<file path="config.mk">
export PLATFORM = sky130hd
export DESIGN_NAME = phy_reg_bridge
export DESIGN_NICKNAME = d
export VERILOG_FILES = /design/src/rtl/phyb_pkg.sv /design/src/rtl/phyb_addr_decode.sv /design/src/rtl/phyb_host_port.sv /design/src/rtl/phyb_phy_engine.sv /design/src/rtl/phy_reg_bridge.sv
export SDC_FILE = /design/constraint.sdc
export NUM_CORES = 1
export LEC_CHECK = 0
export BUFFER_PORTS_ARGS = -buffer_cell sky130_fd_sc_hd__buf_2
export CAP_MARGIN = 20
export CORE_UTILIZATION = 55
export CTS_BUF_LIST = sky130_fd_sc_hd__clkbuf_8
export CTS_CLUSTER_SIZE = 24
export DETAILED_ROUTE_END_ITERATION = 10
export GPL_TIMING_DRIVEN = 1
export PLACE_DENSITY_LB_ADDON = 0.15
export SYNTH_ARGS = -nofsm -noshare
export SYNTH_HDL_FRONTEND = slang
export SYNTH_HIERARCHICAL = 1
export SYNTH_SLANG_ARGS = --single-unit
</file>
<file path="constraint.sdc">
create_clock -name clk -period 7 [get_ports clk]
set_clock_uncertainty 0.2 [all_clocks]
set_input_delay 0.35 -clock clk [delete_from_list [all_inputs] [get_ports clk]]
set_output_delay 0.35 -clock clk [all_outputs]
set_load 0.005 [all_outputs]
</file>
<file path="src/rtl/phyb_pkg.sv">
package phyb_pkg;

  typedef enum logic [1:0] {
    HIT_NONE = 2'd0,
    HIT_CTRL = 2'd1,
    HIT_DATA = 2'd2,
    HIT_PHY  = 2'd3
  } hit_e;

  typedef enum logic {
    ENG_IDLE = 1'b0,
    ENG_WAIT = 1'b1
  } eng_state_e;

endpackage

</file>
<file path="src/rtl/phyb_addr_decode.sv">
module phyb_addr_decode
  import phyb_pkg::*;
#(
  parameter int ADDR_W    = 16,
  parameter int NUM_PHY   = 5,
  parameter int PAGE_W    = 3,
  parameter int REGA_W    = 5,
  parameter int SEL_LSB   = 9,
  parameter logic [ADDR_W-1:0] CTRL_ADDR = 16'h8028,
  parameter logic [ADDR_W-1:0] DATA_ADDR = 16'h8029
) (
  input  logic [ADDR_W-1:0]  addr,
  output hit_e               hit,
  output logic [NUM_PHY-1:0] sel,
  output logic [PAGE_W-1:0]  page,
  output logic [REGA_W-1:0]  rega
);
  // select span runs from SEL_LSB up to the bit below the marker bit
  localparam int SPAN_W = ADDR_W - 1 - SEL_LSB;
  localparam int GAP_W  = SEL_LSB - PAGE_W - REGA_W;

  logic [SPAN_W-1:0] span;
  logic              gap_clear;
  logic              span_hi_clear;
  logic              one_sel;
  logic              enc_ok;

  assign span = addr[ADDR_W-2:SEL_LSB];
  assign rega = addr[REGA_W-1:0];
  assign page = addr[REGA_W+PAGE_W-1:REGA_W];
  assign sel  = span[NUM_PHY-1:0];

  generate
    if (GAP_W > 0) begin : g_gap
      assign gap_clear = (addr[SEL_LSB-1:REGA_W+PAGE_W] == '0);
    end else begin : g_nogap
      assign gap_clear = 1'b1;
    end
    if (SPAN_W > NUM_PHY) begin : g_hi
      assign span_hi_clear = (span[SPAN_W-1:NUM_PHY] == '0);
    end else begin : g_nohi
      assign span_hi_clear = 1'b1;
    end
  endgenerate

  always_comb begin
    int cnt;
    cnt = 0;
    for (int i = 0; i < NUM_PHY; i++) begin
      if (sel[i]) cnt = cnt + 1;
    end
    one_sel = (cnt == 1);
  end

  assign enc_ok = addr[ADDR_W-1] && gap_clear && span_hi_clear && one_sel;

  always_comb begin
    if (addr == CTRL_ADDR)      hit = HIT_CTRL;
    else if (addr == DATA_ADDR) hit = HIT_DATA;
    else if (enc_ok)            hit = HIT_PHY;
    else                        hit = HIT_NONE;
  end

endmodule

</file>
<file path="src/rtl/phyb_host_port.sv">
module phyb_host_port
  import phyb_pkg::*;
#(
  parameter int DATA_W = 16
) (
  input  logic              clk,
  input  logic              rst,
  input  logic              hst_req,
  input  logic              hst_we,
  input  logic [DATA_W-1:0] hst_wdata,
  input  hit_e              hit,
  input  logic              busy,
  input  logic [DATA_W-1:0] data_q,
  output logic              hst_ack,
  output logic [DATA_W-1:0] hst_rdata,
  output logic              dir_rd,
  output logic              launch
);
  logic              ack_q;
  logic [DATA_W-1:0] rdata_q;
  logic              dir_q;
  logic              accept;
  logic [DATA_W-1:0] rd_mux;

  // a request is taken only once per handshake and never while the PHY side is busy
  assign accept = hst_req && !ack_q && !busy;
  assign launch = accept && hst_we && (hit == HIT_PHY);

  always_comb begin
    rd_mux = '0;
    if (!hst_we) begin
      case (hit)
        HIT_CTRL: rd_mux = {{(DATA_W-1){1'b0}}, dir_q};
        HIT_DATA: rd_mux = data_q;
        default:  rd_mux = '0;
      endcase
    end
  end

  always_ff @(posedge clk) begin
    if (rst) begin
      ack_q   <= 1'b0;
      rdata_q <= '0;
      dir_q   <= 1'b0;
    end else begin
      ack_q <= accept;
      if (accept) begin
        rdata_q <= rd_mux;
        if (hst_we && hit == HIT_CTRL) dir_q <= hst_wdata[0];
      end
    end
  end

  assign hst_ack   = ack_q;
  assign hst_rdata = rdata_q;
  assign dir_rd    = dir_q;

  // acknowledge is a single-cycle pulse
  p_ack_pulse_r9: assert property (@(posedge clk) disable iff (rst)
    hst_ack |=> !hst_ack);

  // an access pending on the PHY side blocks the next acknowledge
  p_no_ack_busy_r7: assert property (@(posedge clk) disable iff (rst)
    busy |=> !hst_ack);

endmodule

</file>
<file path="src/rtl/phyb_phy_engine.sv">
module phyb_phy_engine
  import phyb_pkg::*;
#(
  parameter int DATA_W  = 16,
  parameter int NUM_PHY = 5,
  parameter int PAGE_W  = 3,
  parameter int REGA_W  = 5
) (
  input  logic               clk,
  input  logic               rst,
  input  logic               launch,
  input  logic               dir_rd,
  input  logic [NUM_PHY-1:0] sel_in,
  input  logic [PAGE_W-1:0]  page_in,
  input  logic [REGA_W-1:0]  rega_in,
  input  logic [DATA_W-1:0]  wdata_in,
  input  logic               phy_ready,
  input  logic [DATA_W-1:0]  phy_rdata,
  output logic               phy_req,
  output logic               phy_we,
  output logic [NUM_PHY-1:0] phy_sel,
  output logic [PAGE_W-1:0]  phy_page,
  output logic [REGA_W-1:0]  phy_reg,
  output logic [DATA_W-1:0]  phy_wdata,
  output logic [DATA_W-1:0]  data_q,
  output logic               busy
);
  eng_state_e        state_q;
  logic              we_q;
  logic [NUM_PHY-1:0] sel_q;
  logic [PAGE_W-1:0] page_q;
  logic [REGA_W-1:0] rega_q;
  logic [DATA_W-1:0] wd_q;
  logic [DATA_W-1:0] rd_q;
  logic              done;

  assign done = (state_q == ENG_WAIT) && phy_ready;

  always_ff @(posedge clk) begin
    if (rst) begin
      state_q <= ENG_IDLE;
      we_q    <= 1'b0;
      sel_q   <= '0;
      page_q  <= '0;
      rega_q  <= '0;
      wd_q    <= '0;
      rd_q    <= '0;
    end else begin
      case (state_q)
        ENG_IDLE: begin
          if (launch) begin
            state_q <= ENG_WAIT;
            we_q    <= !dir_rd;
            sel_q   <= sel_in;
            page_q  <= page_in;
            rega_q  <= rega_in;
            wd_q    <= dir_rd ? '0 : wdata_in;
          end
        end
        ENG_WAIT: begin
          if (done) begin
            state_q <= ENG_IDLE;
            if (!we_q) rd_q <= phy_rdata;
          end
        end
        default: state_q <= ENG_IDLE;
      endcase
    end
  end

  assign phy_req   = (state_q == ENG_WAIT);
  assign phy_we    = we_q;
  assign phy_sel   = sel_q;
  assign phy_page  = page_q;
  assign phy_reg   = rega_q;
  assign phy_wdata = wd_q;
  assign data_q    = rd_q;
  assign busy      = (state_q == ENG_WAIT);

  // request and its fields hold until the PHY answers
  p_hold_until_ready_r6: assert property (@(posedge clk) disable iff (rst)
    (phy_req && !phy_ready) |=> (phy_req && $stable(phy_we) && $stable(phy_sel)
      && $stable(phy_page) && $stable(phy_reg) && $stable(phy_wdata)));

  // request drops the cycle after completion
  p_drop_after_ready_r6: assert property (@(posedge clk) disable iff (rst)
    (phy_req && phy_ready) |=> !phy_req);

  // exactly one PHY selected during a transaction
  p_sel_onehot_r3: assert property (@(posedge clk) disable iff (rst)
    phy_req |-> ($countones(phy_sel) == 1));

  // read transactions carry no host data
  p_read_no_data_r4: assert property (@(posedge clk) disable iff (rst)
    (phy_req && !phy_we) |-> (phy_wdata == '0));

  // read-data register moves only on a completed PHY read
  p_data_hold_r8: assert property (@(posedge clk) disable iff (rst)
    !(phy_req && phy_ready && !phy_we) |=> $stable(data_q));

endmodule

</file>
<file path="src/rtl/phy_reg_bridge.sv">
module phy_reg_bridge
  import phyb_pkg::*;
#(
  parameter int ADDR_W  = 16,
  parameter int DATA_W  = 16,
  parameter int NUM_PHY = 5,
  parameter int PAGE_W  = 3,
  parameter int REGA_W  = 5,
  parameter int SEL_LSB = 9,
  parameter logic [ADDR_W-1:0] CTRL_ADDR = 16'h8028,
  parameter logic [ADDR_W-1:0] DATA_ADDR = 16'h8029
) (
  input  logic               clk,
  input  logic               rst,
  input  logic               hst_req,
  input  logic               hst_we,
  input  logic [ADDR_W-1:0]  hst_addr,
  input  logic [DATA_W-1:0]  hst_wdata,
  output logic               hst_ack,
  output logic [DATA_W-1:0]  hst_rdata,
  output logic               phy_req,
  output logic               phy_we,
  output logic [NUM_PHY-1:0] phy_sel,
  output logic [PAGE_W-1:0]  phy_page,
  output logic [REGA_W-1:0]  phy_reg,
  output logic [DATA_W-1:0]  phy_wdata,
  input  logic               phy_ready,
  input  logic [DATA_W-1:0]  phy_rdata
);
  hit_e               hit;
  logic [NUM_PHY-1:0] dec_sel;
  logic [PAGE_W-1:0]  dec_page;
  logic [REGA_W-1:0]  dec_rega;
  logic               busy;
  logic               dir_rd;
  logic               launch;
  logic [DATA_W-1:0]  data_q;

  phyb_addr_decode #(
    .ADDR_W(ADDR_W), .NUM_PHY(NUM_PHY), .PAGE_W(PAGE_W), .REGA_W(REGA_W),
    .SEL_LSB(SEL_LSB), .CTRL_ADDR(CTRL_ADDR), .DATA_ADDR(DATA_ADDR)
  ) u_dec (
    .addr (hst_addr),
    .hit  (hit),
    .sel  (dec_sel),
    .page (dec_page),
    .rega (dec_rega)
  );

  phyb_host_port #(.DATA_W(DATA_W)) u_host (
    .clk       (clk),
    .rst       (rst),
    .hst_req   (hst_req),
    .hst_we    (hst_we),
    .hst_wdata (hst_wdata),
    .hit       (hit),
    .busy      (busy),
    .data_q    (data_q),
    .hst_ack   (hst_ack),
    .hst_rdata (hst_rdata),
    .dir_rd    (dir_rd),
    .launch    (launch)
  );

  phyb_phy_engine #(
    .DATA_W(DATA_W), .NUM_PHY(NUM_PHY), .PAGE_W(PAGE_W), .REGA_W(REGA_W)
  ) u_eng (
    .clk       (clk),
    .rst       (rst),
    .launch    (launch),
    .dir_rd    (dir_rd),
    .sel_in    (dec_sel),
    .page_in   (dec_page),
    .rega_in   (dec_rega),
    .wdata_in  (hst_wdata),
    .phy_ready (phy_ready),
    .phy_rdata (phy_rdata),
    .phy_req   (phy_req),
    .phy_we    (phy_we),
    .phy_sel   (phy_sel),
    .phy_page  (phy_page),
    .phy_reg   (phy_reg),
    .phy_wdata (phy_wdata),
    .data_q    (data_q),
    .busy      (busy)
  );

endmodule

</file>
# Yosys cells after proc, flatten, opt, wreduce, memory -nomap -nowiden
# Cells that the tools add are included.
[classes] add_sub_neg=4 n_eq_ne=6 n_mux=14 n_bitwise=4 n_reduce_logical=15
[op_table] op="32-bit 2-to-1 mux" count=4
[op_table] op="32-bit by 2-bit adder with 32-bit output (second input constant)" count=3
[op_table] op="16-bit equality test (second input constant)" count=2
[op_table] op="32-bit by 2-bit equality test with 1-bit output (second input constant)" count=1
[op_table] op="16-bit 2-to-1 mux" count=2
[op_table] op="16-bit case mux with 2 select lines" count=1
[op_table] op="1-bit logical AND" count=9
[op_table] op="2-bit 2-to-1 mux" count=3
[op_table] op="2-bit equality test (second input constant)" count=2
[op_table] op="1-bit NOT" count=4
[op_table] op="2-bit AND reduction" count=2
[op_table] op="1-bit logical NOT" count=3
[op_table] op="1-bit 2-to-1 mux" count=3
[op_table] op="3-bit AND reduction" count=1
[op_table] op="1-bit by 1-bit adder with 2-bit output (second input constant)" count=1
[op_table] op="2-bit by 1-bit equality test with 1-bit output (second input constant)" count=1
[op_table] op="1-bit case mux with 2 select lines" count=1
[word_totals] regBits=65 output_inout_bits=48

# Depth between registers and ports, before layout
# Gate-level depths: netlist of run 1.
[depth] depth_word=18 mapped_depth=20

# Hierarchy
# The synthesis of run 1 kept the hierarchy.
[modules_own_cells] module="phyb_phy_engine" n_inst=1 cells_each=206 area_per_inst_um2=1696.6
[modules_own_cells] module="phyb_host_port" n_inst=1 cells_each=54 area_per_inst_um2=678.2
[modules_own_cells] module="phyb_addr_decode" n_inst=1 cells_each=60 area_per_inst_um2=449.2

# Worst setup path before layout of run 1
# OpenSTA, ideal clock, no wires.
[synth_timing] kind="input-to-reg" from="input port hst_addr[9]" to="register u_eng.wd_q[15], in the netlist u_eng/phy_wdata[15]" setup_time_ps=70 t_arrival_ps=3680 t_required_ps=6730 setup_slack_ps=3050 cell_stages=19 path_buffers=2 path_cell_list="inv_1 ha_1 buf_6 xnor2_4 inv_1 ha_1 mux2_2 ha_1 and3b_1 o21ai_0 a221oi_1 o21ai_1 a21oi_1 ha_1 and3_1 nor2b_1 buf_2 nand3b_1 a21oi_1"
[synth_via] elab_chain_len=17 word_cells_on_any_way=19 classes_between="add/sub (4); eq/ne (4); mux (8); reduce/logical (3)"
[synth_rtl] element="start, declared" line="phy_reg_bridge.sv:17" rtl="input logic [ADDR_W-1:0] hst_addr,"
[synth_rtl] element="1-bit 2-to-1 mux" line="phyb_addr_decode.sv:50" rtl="if (sel[i]) cnt = cnt + 1;"
[synth_rtl] element="1-bit by 1-bit adder with 2-bit output" line="phyb_addr_decode.sv:50"
[synth_rtl] element="32-bit 2-to-1 mux" line="phyb_addr_decode.sv:50"
[synth_rtl] element="32-bit by 2-bit adder with 32-bit output" line="phyb_addr_decode.sv:50"
[synth_rtl] element="32-bit 2-to-1 mux" line="phyb_addr_decode.sv:50"
[synth_rtl] element="32-bit by 2-bit adder with 32-bit output" line="phyb_addr_decode.sv:50"
[synth_rtl] element="32-bit 2-to-1 mux" line="phyb_addr_decode.sv:50"
[synth_rtl] element="32-bit by 2-bit adder with 32-bit output" line="phyb_addr_decode.sv:50"
[synth_rtl] element="(+3 left out)"
[synth_rtl] element="2-bit 2-to-1 mux" line="phyb_addr_decode.sv:60" rtl="else if (enc_ok) hit = HIT_PHY;"
[synth_rtl] element="2-bit 2-to-1 mux" line="phyb_addr_decode.sv:59" rtl="else if (addr == DATA_ADDR) hit = HIT_DATA;"
[synth_rtl] element="2-bit 2-to-1 mux *" line="phyb_addr_decode.sv:58" rtl="if (addr == CTRL_ADDR) hit = HIT_CTRL;"
[synth_rtl] element="named net hit[0]" line="phy_reg_bridge.sv:30" rtl="hit_e hit;"
[synth_rtl] element="2-bit equality test *" line="phyb_host_port.sv:27" rtl="assign launch = accept && hst_we && (hit == HIT_PHY);"
[synth_rtl] element="1-bit logical AND *" line="phyb_host_port.sv:27"
[synth_rtl] element="named net launch" line="phy_reg_bridge.sv:36" rtl="logic launch;"
[synth_rtl] element="2-bit AND reduction (no line) *"
[synth_rtl] element="end signal, assigned" line="phyb_phy_engine.sv:57" rtl="wd_q <= dir_rd ? '0 : wdata_in;"
[synth_rtl] element="end, declared" line="phyb_phy_engine.sv:33" rtl="logic [DATA_W-1:0] wd_q;"
# The timed path passes the listed nets; every way through them passes the cells marked *.
# A chain may end at the register's enable or synchronous reset.

# Final worst setup path of run 1
[layout_timing] from="input port hst_addr[9]" to="register u_eng.we_q, in the netlist u_eng/phy_we"
[layout_via] elab_chain_len=17 word_cells_on_any_way=19 classes_between="add/sub (4); eq/ne (4); mux (8); reduce/logical (3)"
[layout_rtl] element="1-bit 2-to-1 mux" line="phyb_addr_decode.sv:50"
[layout_rtl] element="1-bit by 1-bit adder with 2-bit output" line="phyb_addr_decode.sv:50"
[layout_rtl] element="32-bit 2-to-1 mux" line="phyb_addr_decode.sv:50"
[layout_rtl] element="32-bit by 2-bit adder with 32-bit output" line="phyb_addr_decode.sv:50"
[layout_rtl] element="32-bit 2-to-1 mux" line="phyb_addr_decode.sv:50"
[layout_rtl] element="32-bit by 2-bit adder with 32-bit output" line="phyb_addr_decode.sv:50"
[layout_rtl] element="32-bit 2-to-1 mux" line="phyb_addr_decode.sv:50"
[layout_rtl] element="32-bit by 2-bit adder with 32-bit output" line="phyb_addr_decode.sv:50"
[layout_rtl] element="(+3 left out)"
[layout_rtl] element="2-bit 2-to-1 mux" line="phyb_addr_decode.sv:60"
[layout_rtl] element="2-bit 2-to-1 mux" line="phyb_addr_decode.sv:59"
[layout_rtl] element="2-bit 2-to-1 mux *" line="phyb_addr_decode.sv:58"
[layout_rtl] element="named net hit[0]" line="phy_reg_bridge.sv:30"
[layout_rtl] element="2-bit equality test *" line="phyb_host_port.sv:27"
[layout_rtl] element="1-bit logical AND *" line="phyb_host_port.sv:27"
[layout_rtl] element="named net launch" line="phy_reg_bridge.sv:36"
[layout_rtl] element="2-bit AND reduction (no line) *"
[layout_rtl] element="end signal, assigned" line="phyb_phy_engine.sv:53" rtl="we_q <= !dir_rd;"
[layout_rtl] element="end, declared" line="phyb_phy_engine.sv:29" rtl="logic we_q;"
# Marks and branches as above.

==> impl_summary.md, run 1 <==
Clock tree
The CTS buffer count is 9. After clock tree synthesis, the clock-pin slew on the worst setup and hold paths is 70 ps. The clock tree synthesis step divided the H-tree into 3 levels. The number of hold buffers added after CTS was 0.

The clock insertion delay at the later pin of the skew report is 320 ps. The TritonCTS clock tree is built. The tree built by TritonCTS fans out to 65 sinks.

In this run, post-CTS repair resized a total of 0 instances. Clock tree synthesis selected as its root buffer the cell sky130_fd_sc_hd__clkbuf_8. The number of buffers added for setup after CTS is 0. The maximum count of clock buffers along a single path is 2.

Global route
The total congestion overflow after global routing is 0. Global routing used 23.1% of the available tracks across all layers. Entering global routing, the biggest net connects 53 pins. The number of global-route vias before repair came to 2,147.

The number of antenna violations at the first check in global routing was 0. The first-pass GRT wire length is 9560 um.

Setup path
The maximum fanout along the worst path is 17. The endpoint required time on the critical path is 7030 ps. In this design, the stage delay of the slowest critical-path cell is 530 ps.

The cell with the biggest individual delay on the critical path is sky130_fd_sc_hd__nor2b_2. In this design, the critical path's most frequently occurring cell is sky130_fd_sc_hd__ha_1. For the worst flop-to-flop path, the logic depth is 6.

The category of the worst setup path capture point is a flop. The number of cells on the critical path is 19. The setup path with the least slack is of type in -> reg. Broken down by cell family, the worst path's largest delay share belongs to adder cells. The worst reg2reg path startpoint is u_eng/busy.

Data on the critical path arrives at its endpoint at 4550 ps. Traced cell by cell, the critical path runs through buf_2, inv_1, ha_1, xnor2_4, inv_1, ha_1, mux2_2, ha_1, and3b_1, o21ai_0, a221oi_1, o21ai_1, a21oi_1, ha_1, and3_1, nor2b_2, buf_6, nor2_1, a211oi_1. The startpoint type of the worst setup path is an input pin. The worst register-to-register path has a setup slack of 4660 ps. The sum of buffers and inverters on the critical path is 4. The capture instance of the worst register-to-register path is u_eng/phy_we.

Finish
The post-route non-filler standard cell count is 468. The final instance area is 3360 sq um. The area growth from synthesis to final layout is 19.1%.

The post-route core utilization is 69.8%. The share of post-route cells with drive strength above 1 is 33.9%. The net count of the finished layout is 458.

The number of diodes is 0.

Routing
The highest routed metal layer is met4. Before antenna repair, the detailed router went through 4 iterations. The final antenna-violating net count is 0. The DRC violation count after routing is 0. The per-cell routed wire length is 13.2 um. The detailed-routing wirelength on met1 is 2690 um. The total number of vias is 2,455.

After detailed routing, the number of vias per cell comes to 5.25. The total routed wirelength is 6160 um. The met3 routed wirelength is 381 um.

Summed over all nets, wire length on met2 after detailed routing comes to 3020 um. The number of design-rule violations left by the first detailed-router iteration is 90.

Floorplan
The number of placement rows is 25. The die covers 5430 sq um. The vertical extent of the die is 73.7 um. The top-level port count is 101. The starting density of the core is 58.6%.

The area of the core is 4820 sq um. The die width is 73.7 um.

STA
The transition time of the tightest slew-check pin is 1060 ps. The smallest clock period supported by the final layout is computed as 4520 ps. For the final routed database, the setup TNS stands at 0 ps. The worst slew slack as a fraction of its limit is 29.6%. The hold violation count in the final report was 0.

The number of endpoints failing setup at the final stage is 0. The final number of max-transition violations is 0. Derived from the worst setup path, the maximum achievable clock frequency is 0.221 GHz. On the final layout, the worst hold slack is 33.4 ps. Setup repair after global routing left no endpoint under its margin. The final cycle utilization of the critical path is 64.6%.

Pwr
The power density of the placed cells is 208 nW/um^2. IR analysis of the VDD net gives a maximum drop of 0.119 mV. Summed over all cells, the static leakage comes to 0.00143 uW.

Hold path
The worst hold path endpoint is u_eng/busy. The start point of the worst hold path is phy_ready. The number of stages on the worst hold path is 2. The worst min-delay path class is in -> reg.

Status
The run finished with clean final reports.

Place
The placer congestion estimate is 0.888. Detailed placement finished with a half-perimeter wire length of 4190 um. In this run, placement finished with an instance count of 453. The count of buffers added on input and output ports is 100. The total cell area at the placement stage is 3180 sq um.

Yosys
The share of synthesized registers carrying an async set or reset is 0%. The post-synthesis instance area is 2820 sq um. Of the post-synthesis cell area, the part taken by muxes is 0.753%. The largest family of logic cells by synthesized area is simple AND/OR/NAND/NOR gates.

Synthesis produced 320 cells. Among all flip-flop cells after synthesis, the most frequent one is sky130_fd_sc_hd__dfxtp_1. The synthesized-area fraction occupied by xor and xnor cells is 1.60%.

The count of flip-flops with a built-in enable after synthesis is 0. The share of synthesized area occupied by flip-flops and latches is 46.1%. Yosys mapped the design onto 42 distinct sky130hd cell types.

The per-instance average area after synthesis is 8.82 sq um. For this run, the number of Yosys warnings is 6. After Yosys synthesis, and, or, nand and nor cells account for 22.6% of the synthesized area. Summing the areas of all compound-gate instances in the mapped netlist gives 16.9% of the synthesized area. The flip-flop and latch count after synthesis is 65. The number of nets handed over by synthesis was 380. Summing the areas of all fa, ha and maj instances in the mapped netlist gives 3.10% of the synthesized area.

Run
The number of maximum-capacitance violations is 0.
==> synthesized netlist by cell type, types with 2 or more instances <==
library cell               number  area, sq um
sky130_fd_sc_hd__and3b_1        2         17.5
sky130_fd_sc_hd__o21ai_0        3         15.0
sky130_fd_sc_hd__dfxtp_1       65         1300
sky130_fd_sc_hd__and3_1         2         12.5
sky130_fd_sc_hd__clkbuf_1       4         15.0
sky130_fd_sc_hd__nand2b_1       2         12.5
sky130_fd_sc_hd__buf_4         16          120
sky130_fd_sc_hd__inv_1          6         22.5
sky130_fd_sc_hd__a21oi_1       49          245
sky130_fd_sc_hd__ha_1           7         87.6
sky130_fd_sc_hd__nand2_1       81          304
sky130_fd_sc_hd__buf_2          9         45.0
sky130_fd_sc_hd__nor2b_1        2         12.5
sky130_fd_sc_hd__xnor2_1        2         17.5
sky130_fd_sc_hd__nand3b_1      17          128
sky130_fd_sc_hd__nor2_1         7         26.3
sky130_fd_sc_hd__buf_6          4         45.0
sky130_fd_sc_hd__nor4b_1        2         17.5
sky130_fd_sc_hd__a22o_2        15          150
sky130_fd_sc_hd__a211oi_1       3         22.5
==> worst max-delay path by stage <==
stage                                endpoint  slack [ps]        start
after floorplan           u_eng/phy_wdata[15]        3050  hst_addr[9]
after global placement    u_eng/phy_wdata[13]        2090  hst_addr[9]
after detailed placement         u_eng/phy_we        1940  hst_addr[9]
after CTS                 u_eng/phy_wdata[14]        2230  hst_addr[9]
after global routing             u_eng/phy_we        2140  hst_addr[9]
final                            u_eng/phy_we        2480  hst_addr[9]
==> kinds of logic after synthesis <==
logic type / count (synthesis)
AOI/OAI and AO/OA: 76
xor gates and xnor gates: 3
adders and majority gates: 7
buffers and inverters: 40
DFF: 65
muxes: 2
and+or+nand+nor: 127
==> per-layer routing <==
layer,GRT usage (%),up-vias
met2,38.8,75
met5,0,-
met1,27.6,1141
li1,-,1230
met4,10.5,0
met3,6.04,9
==> placed cells by master, fill, tap and decap left out, drive strengths merged, types with 4 or more instances in the layout <==
cell	instances
o21ai	4
a22o	15
clkbuf	11
inv	6
nor2	7
buf	101
a21oi	49
dfxtp	65
nand3b	17
ha	7
nand2	81
==> stage by stage <==
| stage | worst slack [ps] | power (uW) |
|---|---|---|
| 5_1_grt | 2140 | 730 |
| 3_5_place_dp | 1940 | 434 |
| 4_1_cts | 2230 | 708 |
| 2_1_floorplan | 3050 | 419 |
| 3_3_place_gp | 2090 | 434 |
| 6_report | 2480 | 700 |
==> power by group <==
group	switching (uW)	internal, uW	total, uW
combinational	29.7	25.9	55.6
sequential	0.396	370	371
clock	131	143	274
total	162	539	700
==> layout make-up <==
cell class | count | area [sq um]
Clock buffer | 11 | 151
Clock inverter | 3 | 17.5
Fill cell | 436 | 1460
Inverter | 6 | 22.5
Multi-Input combinational cell | 215 | 1270
Sequential cell | 65 | 1300
Tap cell | 67 | 83.8
Timing Repair Buffer | 101 | 512
(Power assumes the default switching activity.)
==> inputs of run 2 (changes only) <==
--- a/config.mk
+++ b/config.mk
@@ -7,7 +7,7 @@
 export LEC_CHECK = 0
 export BUFFER_PORTS_ARGS = -buffer_cell sky130_fd_sc_hd__buf_2
 export CAP_MARGIN = 20
-export CORE_UTILIZATION = 55
+export CORE_UTILIZATION = 51
 export CTS_BUF_LIST = sky130_fd_sc_hd__clkbuf_8
 export CTS_CLUSTER_SIZE = 24
 export DETAILED_ROUTE_END_ITERATION = 10
==> constraint.sdc (replaced) <==
create_clock -name clk -period 4.3 [get_ports clk]
set_clock_uncertainty 0.2 [all_clocks]
set_input_delay 0.215 -clock clk [delete_from_list [all_inputs] [get_ports clk]]
set_output_delay 0.215 -clock clk [all_outputs]
set_load 0.005 [all_outputs]
==> run 2 against run 1 <==
Net effect:
- die area grew 7.6%
- cell count grew 11%
- total power grew 71%
- sequential power grew 63%
- hold slack lost 20 ps
- flip-flop and latch count is the same
- count of clock-buffer cells in the layout grew 1
- largest cell class unchanged
==> impl_summary.md, run 2 (synthesis results as in run 1) <==
Status
The flow ran to the end, and the final reports show no timing, DRC or antenna violations.

Hold path
The number of stages on the worst hold path is 3 (+1). The worst min-delay path class is in -> reg.

Setup path
The data arrival time of the critical path is 4090 ps (-460 ps). The slowest stage of the critical path belongs to the cell sky130_fd_sc_hd__nor4b_4. The length in cells of the worst reg-to-reg path was 3 (-3). The sum of buffers and inverters on the critical path is 3 (-1). The maximum fanout along the worst path came to 15 (-2).

The endpoint required time on the critical path is 4370 ps (-2660 ps). The peak per-stage delay on the critical path was 710 ps (+180 ps). The number of cells on the critical path was 16 (-3). The worst setup path is launched from an input pin.

The critical path goes through buf_2, inv_1, ha_1, xnor2_4, inv_1, ha_1, mux2_2, ha_1, and3b_1, o21ai_0, a221oi_1, o21ai_1, a21oi_1, ha_1, nor4b_4, a22o_2. The critical setup path kind is in -> reg. The most frequent cell on the critical path is sky130_fd_sc_hd__ha_1.

The category of the worst setup path capture point is a flop. The kind of cell with the highest combined delay along the critical path is adder cells.

Pwr
The switching portion of total power was 23.1% (+0.028 points). The clock share of power is 39.2% (about the same). The power spent charging and discharging nets is 277 uW (+72%). The cell-internal power is 923 uW (+71%). The total power after layout is 1200 uW (+71%). The power density of the placed cells came to 310 nW/um^2 (+49%).

The static leakage came to 0.00165 uW (+15%). The sequential cell fraction of total power is 50.3% (-2.6 points). The maximum vdd drop is 0.242 mV (+100%). The part of the total power dissipated in combinational logic is 10.5% (+2.6 points).

Global route
The first-pass GRT wire length is 11,900 um (+24%). The maximum number of pins on one net before global-route repair was 53 (unchanged). The number of global-route vias before repair is 2,640 (+23%). The number of antenna violations at the first check in global routing was 0 (unchanged). The total congestion overflow after global routing is 0 (unchanged). The all-layer global routing usage is 25.7% (+2.6 points).

Clock tree
The clock transition time at the flip-flop clock pins of the worst setup and hold paths is 60 ps (about the same). The clock insertion delay at the later pin of the skew report was 330 ps (about the same). The CTS buffer count is 9 (unchanged). The maximum count of clock buffers along a single path came to 2 (unchanged).

The root buffer cell chosen for the clock tree is sky130_fd_sc_hd__clkbuf_8. The TritonCTS clock tree is built. The number of H-tree levels is 3 (unchanged). The total number of clock tree sinks was 65 (unchanged).

The number of buffers added for setup after CTS is 0 (unchanged).

Routing
The mean number of vias per cell is 5.11 (-2.6%). The per-cell routed wire length is 13.7 um (+4.3%). The DRC violation count after routing was 0 (unchanged). The final antenna-violating net count is 0 (unchanged). The total number of vias is 2,662 (+8.4%). The first-pass iteration count of the detailed router is 4 (unchanged). The total routed wirelength is 7150 um (+16%). The number of design-rule violations left by the first detailed-router iteration came to 148 (+64%).

Finish
The sequential cell area is 1300 sq um (unchanged). In the layout the commonest cells are sky130_fd_sc_hd__buf_2, sky130_fd_sc_hd__nand2_1, sky130_fd_sc_hd__dfxtp_1, sky130_fd_sc_hd__a21oi_1, sky130_fd_sc_hd__dlygate4sd3_1. The post-route core utilization is 74.3% (+4.5 points). From synthesis to final layout, the design area changed by 37.0%. The net count reported at finish is 507 (+11%). The post-route non-filler standard cell count is 521 (+11%). The area of combinational cells with multiple inputs came to 1270 sq um (unchanged). The final instance area is 3870 sq um (+15%).

The share of post-route cells with drive strength above 1 was 31.0% (-2.9 points). The filler cell count is 414 (-5.0%). The number of diodes is 0 (unchanged). The most common cell after layout, fill and taps aside is sky130_fd_sc_hd__buf_2.

STA
The highest clock rate is 0.249 GHz. The transition time of the tightest slew-check pin is 1020 ps (-35.6 ps). The number of endpoints failing setup at the final stage is 0 (unchanged). The time the worst path needs with I/O delays and setup is 4010 ps.

The final setup slack of the worst path came to 286 ps (-2190 ps). The final number of max-transition violations is 0 (unchanged). The hold violation count in the final report is 0 (unchanged). Setup repair after global routing left no endpoint under its margin. The worst slew slack as a fraction of its limit is 32.0% (+2.4 points).

The final cycle utilization of the critical path is 93.4%.

Run
The number of maximum-capacitance violations is 0 (unchanged).

Floorplan
The area of the core is 5200 sq um (+8.1%). The number of placement rows was 26 (+4.0%). The starting density of the core came to 54.3% (-4.4 points). The die width is 76.4 um (+3.7%). The top-level port count is 101 (unchanged). The overall die area is 5840 sq um (+7.6%). The vertical extent of the die is 76.4 um (+3.7%).

Place
The placer congestion estimate came to 0.814 (-8.2%). The detailed placement HPWL is 4300 um (+2.7%). The count of placed standard cells including taps came to 461 (+1.8%).

The port buffer count is 100 (unchanged). The setup slack at placement came to -13.0 ps (-1950 ps). The total cell area at the placement stage is 3240 sq um (+1.7%).
run 2: changes by cell type in the layout (fill, tap and decap cells not counted):
| cell | change |
|---|---|
| sky130_fd_sc_hd__buf_12 | +1 |
| sky130_fd_sc_hd__buf_4 | +4 |
| sky130_fd_sc_hd__clkinv_2 | -1 |
| sky130_fd_sc_hd__inv_1 | +1 |
| sky130_fd_sc_hd__buf_6 | -1 |
| sky130_fd_sc_hd__clkbuf_8 | +1 |
| sky130_fd_sc_hd__dlygate4sd3_1 | +45 |
run 2: metrics by stage:
step	setup TNS (ps)	hold WS, ps
floorplan	0	84.1
global placement	0	230
detailed placement	-64.5	236
CTS	0	0.228
global route	0	56.1
finish	0	13.1
run 2: worst paths after layout:
| path | to | slack [ps] | from |
|---|---|---|---|
| min reg2reg | u_eng/phy_wdata[11] | 250 | u_eng/phy_wdata[11] |
| max reg2reg | u_host/hst_rdata[5] | 2220 | u_eng/busy |
| min | u_host/dir_rd | 10 | hst_we |
| max | u_host/hst_rdata[5] | 290 | hst_addr[9] |
run 2: cell type report:
class | count | area share (%)
Clock buffer | 12 | 4.27
Tap cell | 70 | 2.26
Multi-Input combinational cell | 215 | 32.9
Inverter | 6 | 0.582
Timing Repair Buffer | 150 | 25.9
Sequential cell | 65 | 33.6
Clock inverter | 3 | 0.421
run 2: routing by layer:
metal	vias to the layer above	GRT usage (%)	part of all wire, %
met2	103	45.8	50
li1	1333	-	-
met3	9	6.95	7.1
met4	0	10.6	1.3
met5	-	0	0
met1	1217	28.6	42
run 2: power by group through the flow:
stage	sequential (uW)	combinational (uW)	clock [uW]
6_report	603	126	471
4_1_cts	603	124	481
5_1_grt	603	138	503
2_1_floorplan	617	64.9	0
3_3_place_gp	617	89.6	0
3_5_place_dp	617	92.1	0
run 2: repair_timing:
item / CTS / global route
hold buffers: 45 / 0
gates resized for setup: 0 / 0
hold endpoints to repair: 46 / 0
run 2: worst reg2reg max path: stages (launching register included):
cell and delay (ps):
sky130_fd_sc_hd__dfxtp_1 400, sky130_fd_sc_hd__or3b_4 450, sky130_fd_sc_hd__nor4b_4 730, sky130_fd_sc_hd__a22o_2 260
==> inputs of run 3 (changes only) <==
--- a/config.mk
+++ b/config.mk
@@ -5,12 +5,13 @@
 export SDC_FILE = /design/constraint.sdc
 export NUM_CORES = 1
 export LEC_CHECK = 0
-export BUFFER_PORTS_ARGS = -buffer_cell sky130_fd_sc_hd__buf_2
 export CAP_MARGIN = 20
-export CORE_UTILIZATION = 51
+export CORE_UTILIZATION = 65
 export CTS_BUF_LIST = sky130_fd_sc_hd__clkbuf_8
+export CTS_CLUSTER_DIAMETER = 200
 export CTS_CLUSTER_SIZE = 24
 export DETAILED_ROUTE_END_ITERATION = 10
+export DONT_BUFFER_PORTS = 1
 export GPL_TIMING_DRIVEN = 1
 export PLACE_DENSITY_LB_ADDON = 0.15
 export SYNTH_ARGS = -nofsm -noshare
==> run 3 against run 2 <==
Net effect:
- clock power down 13%
- via count fell by 11%
- first-iteration DRC count decreased by 18%
- cell count fell by 22%
- non-clock buffer count is 93 lower
- critical path type unchanged
- die area shrank 21%
- combinational power decreased by 19%
- sequential share of layout area up 4.6 points
- final area fell by 12%
==> impl_summary.md, run 3 (synthesis results as in run 1) <==
Clock tree
The CTS buffer count was 9 (unchanged). The total number of clock tree sinks is 65 (unchanged). The clock transition time at the flip-flop clock pins of the worst setup and hold paths came to 70 ps (about the same). The clock insertion delay at the later pin of the skew report is 320 ps (about the same). The maximum count of clock buffers along a single path is 2 (unchanged). The TritonCTS clock tree is built.

The number of buffers added for setup after CTS is 0 (unchanged). The number of H-tree levels is 3 (unchanged). The root buffer cell is sky130_fd_sc_hd__clkbuf_8.

Finish
The final instance area is 3400 sq um (-12%). The most common cell after layout, fill and taps aside is sky130_fd_sc_hd__nand2_1. The area growth from synthesis to final layout is 20.4%. The share of post-route cells with drive strength above 1 is 11.8% (-19 points). The net count reported at finish is 414 (-18%). The filler cell count is 250 (-40%). In the layout the commonest cells are sky130_fd_sc_hd__nand2_1, sky130_fd_sc_hd__dfxtp_1, sky130_fd_sc_hd__dlygate4sd3_1, sky130_fd_sc_hd__a21oi_1, sky130_fd_sc_hd__nand3b_1. The number of diodes came to 0 (unchanged).

Setup path
STA classifies the critical path endpoint as a flop. The data arrival time of the critical path is 4110 ps (+20 ps). The reg2reg setup slack is 1770 ps (-450 ps). The endpoint required time on the critical path came to 4360 ps (about the same). The worst setup path is of the in -> reg kind.

The length in cells of the worst reg-to-reg path is 7 (+4). The maximum fanout along the worst path came to 13 (-2). The worst setup path is launched from an input pin.

STA
The number of endpoints failing setup at the final stage is 0 (unchanged). The transition time of the tightest slew-check pin is 1010 ps (-7.68 ps). The hold slack is 26.5 ps (+13.5 ps). Setup repair after global routing left no endpoint under its margin. The final number of max-transition violations was 0 (unchanged). The final cycle utilization of the critical path is 94.2% (+0.80 points).

The total negative slack is 0 ps (unchanged). The hold violation count in the final report is 0 (unchanged). The worst slew slack as a fraction of its limit is 32.2% (+0.26 points). The final setup slack of the worst path is 251 ps (-34.4 ps). The highest clock rate is 0.247 GHz (-0.85%).

The time the worst path needs with I/O delays and setup came to 4050 ps (+34.4 ps).

Pwr
The total power after layout is 1110 uW (-7.2%). The power spent charging and discharging nets is 255 uW (-8.1%). The part of the total power dissipated in combinational logic is 9.2% (-1.3 points).

The static leakage is 0.00120 uW (-27%). The power density of the placed cells was 327 nW/um^2 (+5.5%). The switching portion of total power is 22.9% (-0.21 points). The cell-internal power was 858 uW (-7.0%).

The maximum vdd drop is 0.242 mV (about the same). The clock share of power came to 36.6% (-2.6 points). The sequential cell fraction of total power is 54.2% (+3.9 points).

Routing
The total routed wirelength is 6740 um (-5.8%). The per-cell routed wire length is 16.6 um (+21%). The final antenna-violating net count was 0 (unchanged). The number of design-rule violations left by the first detailed-router iteration was 121 (-18%). The total number of vias is 2,367 (-11%).

The mean number of vias per cell is 5.82 (+14%). The DRC violation count after routing is 0 (unchanged). The first-pass iteration count of the detailed router is 4 (unchanged).

Floorplan
The die width is 67.9 um (-11%). The number of placement rows is 23 (-12%). The vertical extent of the die is 67.9 um (-11%). The starting density of the core is 69.1% (+15 points).

The overall die area is 4610 sq um (-21%). The area of the core was 4090 sq um (-21%). The top-level port count came to 101 (unchanged).

Place
The detailed placement HPWL is 3680 um (-14%). The port buffer count came to 0 (-100%). The placer congestion estimate came to 0.790 (-3.0%). The setup slack at placement is 95.4 ps (+108 ps). The total cell area at the placement stage was 2690 sq um (-17%).

Hold path
The number of stages on the worst hold path is 2 (-1). The path class of the tightest hold or removal check is in -> reg.

Global route
The first-pass GRT wire length is 9840 um (-17%). The total congestion overflow after global routing is 0 (unchanged). The number of antenna violations at the first check in global routing is 0 (unchanged).

The maximum number of pins on one net before global-route repair is 51 (-3.8%). The number of global-route vias before repair is 2,209 (-16%). The all-layer global routing usage was 29.3% (+3.6 points).

Status
The flow ran to the end, and the final reports show no timing, DRC or antenna violations.

Run
The number of maximum-capacitance violations is 0 (unchanged).
## run 3: worst paths after layout
kind,start,endpoint
worst max-delay path,hst_addr[9],u_eng/phy_reg[1]
worst max register to register,u_eng/busy,u_eng/phy_reg[1]
worst min-delay path,hst_we,u_host/hst_rdata[10]
worst min register to register,u_eng/data_q[3],u_eng/data_q[3]
## run 3: final cells by class
class	count	area, sq um	share of cell area, %
clock inverter	5	26.3	0.773
sequential	65	1300	38.3
clock buffer	9	124	3.64
inverter	6	22.5	0.662
multi-input combinational	215	1290	38.0
timing repair buffer	57	571	16.8
tap	50	62.6	1.84
## run 3: what timing repair did
| item | 4_1_cts | 5_1_grt |
|---|---|---|
| hold endpoints to repair | 50 | 0 |
| gates resized for setup | 0 | 4 |
| hold buffers | 53 | 0 |
| endpoints found under the setup margin | 0 | 2 |
## run 3: worst max-delay path: stages
cell and delay (ps):
sky130_fd_sc_hd__inv_1 40, sky130_fd_sc_hd__ha_4 280, sky130_fd_sc_hd__xnor2_4 200, sky130_fd_sc_hd__inv_1 60, sky130_fd_sc_hd__ha_1 320, sky130_fd_sc_hd__mux2_2 280
sky130_fd_sc_hd__ha_1 280, sky130_fd_sc_hd__and3b_1 210, sky130_fd_sc_hd__o21ai_0 80, sky130_fd_sc_hd__a221oi_1 270, sky130_fd_sc_hd__o21ai_1 160, sky130_fd_sc_hd__a21oi_2 200
sky130_fd_sc_hd__ha_1 170, sky130_fd_sc_hd__and3_1 190, sky130_fd_sc_hd__nor2b_2 170, sky130_fd_sc_hd__buf_4 200, sky130_fd_sc_hd__nand2_1 70, sky130_fd_sc_hd__a21oi_1 120
sky130_fd_sc_hd__dlygate4sd3_1 590
## run 3: power by group through the flow
stage / clock (uW) / combinational (uW) / sequential (uW)
after floorplan: 0 / 64.9 / 617
after global placement: 0 / 50.5 / 617
after detailed placement: 0 / 50.9 / 617
after CTS: 413 / 96.9 / 604
after global routing: 442 / 109 / 603
final: 408 / 102 / 604
## run 3: stage by stage
stage | utilization [%] | std cells
floorplan | - | 320
detailed placement | 65.8 | 340
finish | 83.2 | 407
global route | 83.2 | 407
CTS | 82.7 | 407
global placement | 65.8 | 340
## run 3: per-layer routing
layer	vias up	track usage, %	part of all wire, %
met1	1105	30.5	38
met3	12	9.00	7.1
met2	103	53.2	53
met5	-	0	0
li1	1147	-	-
met4	0	13.8	1.8
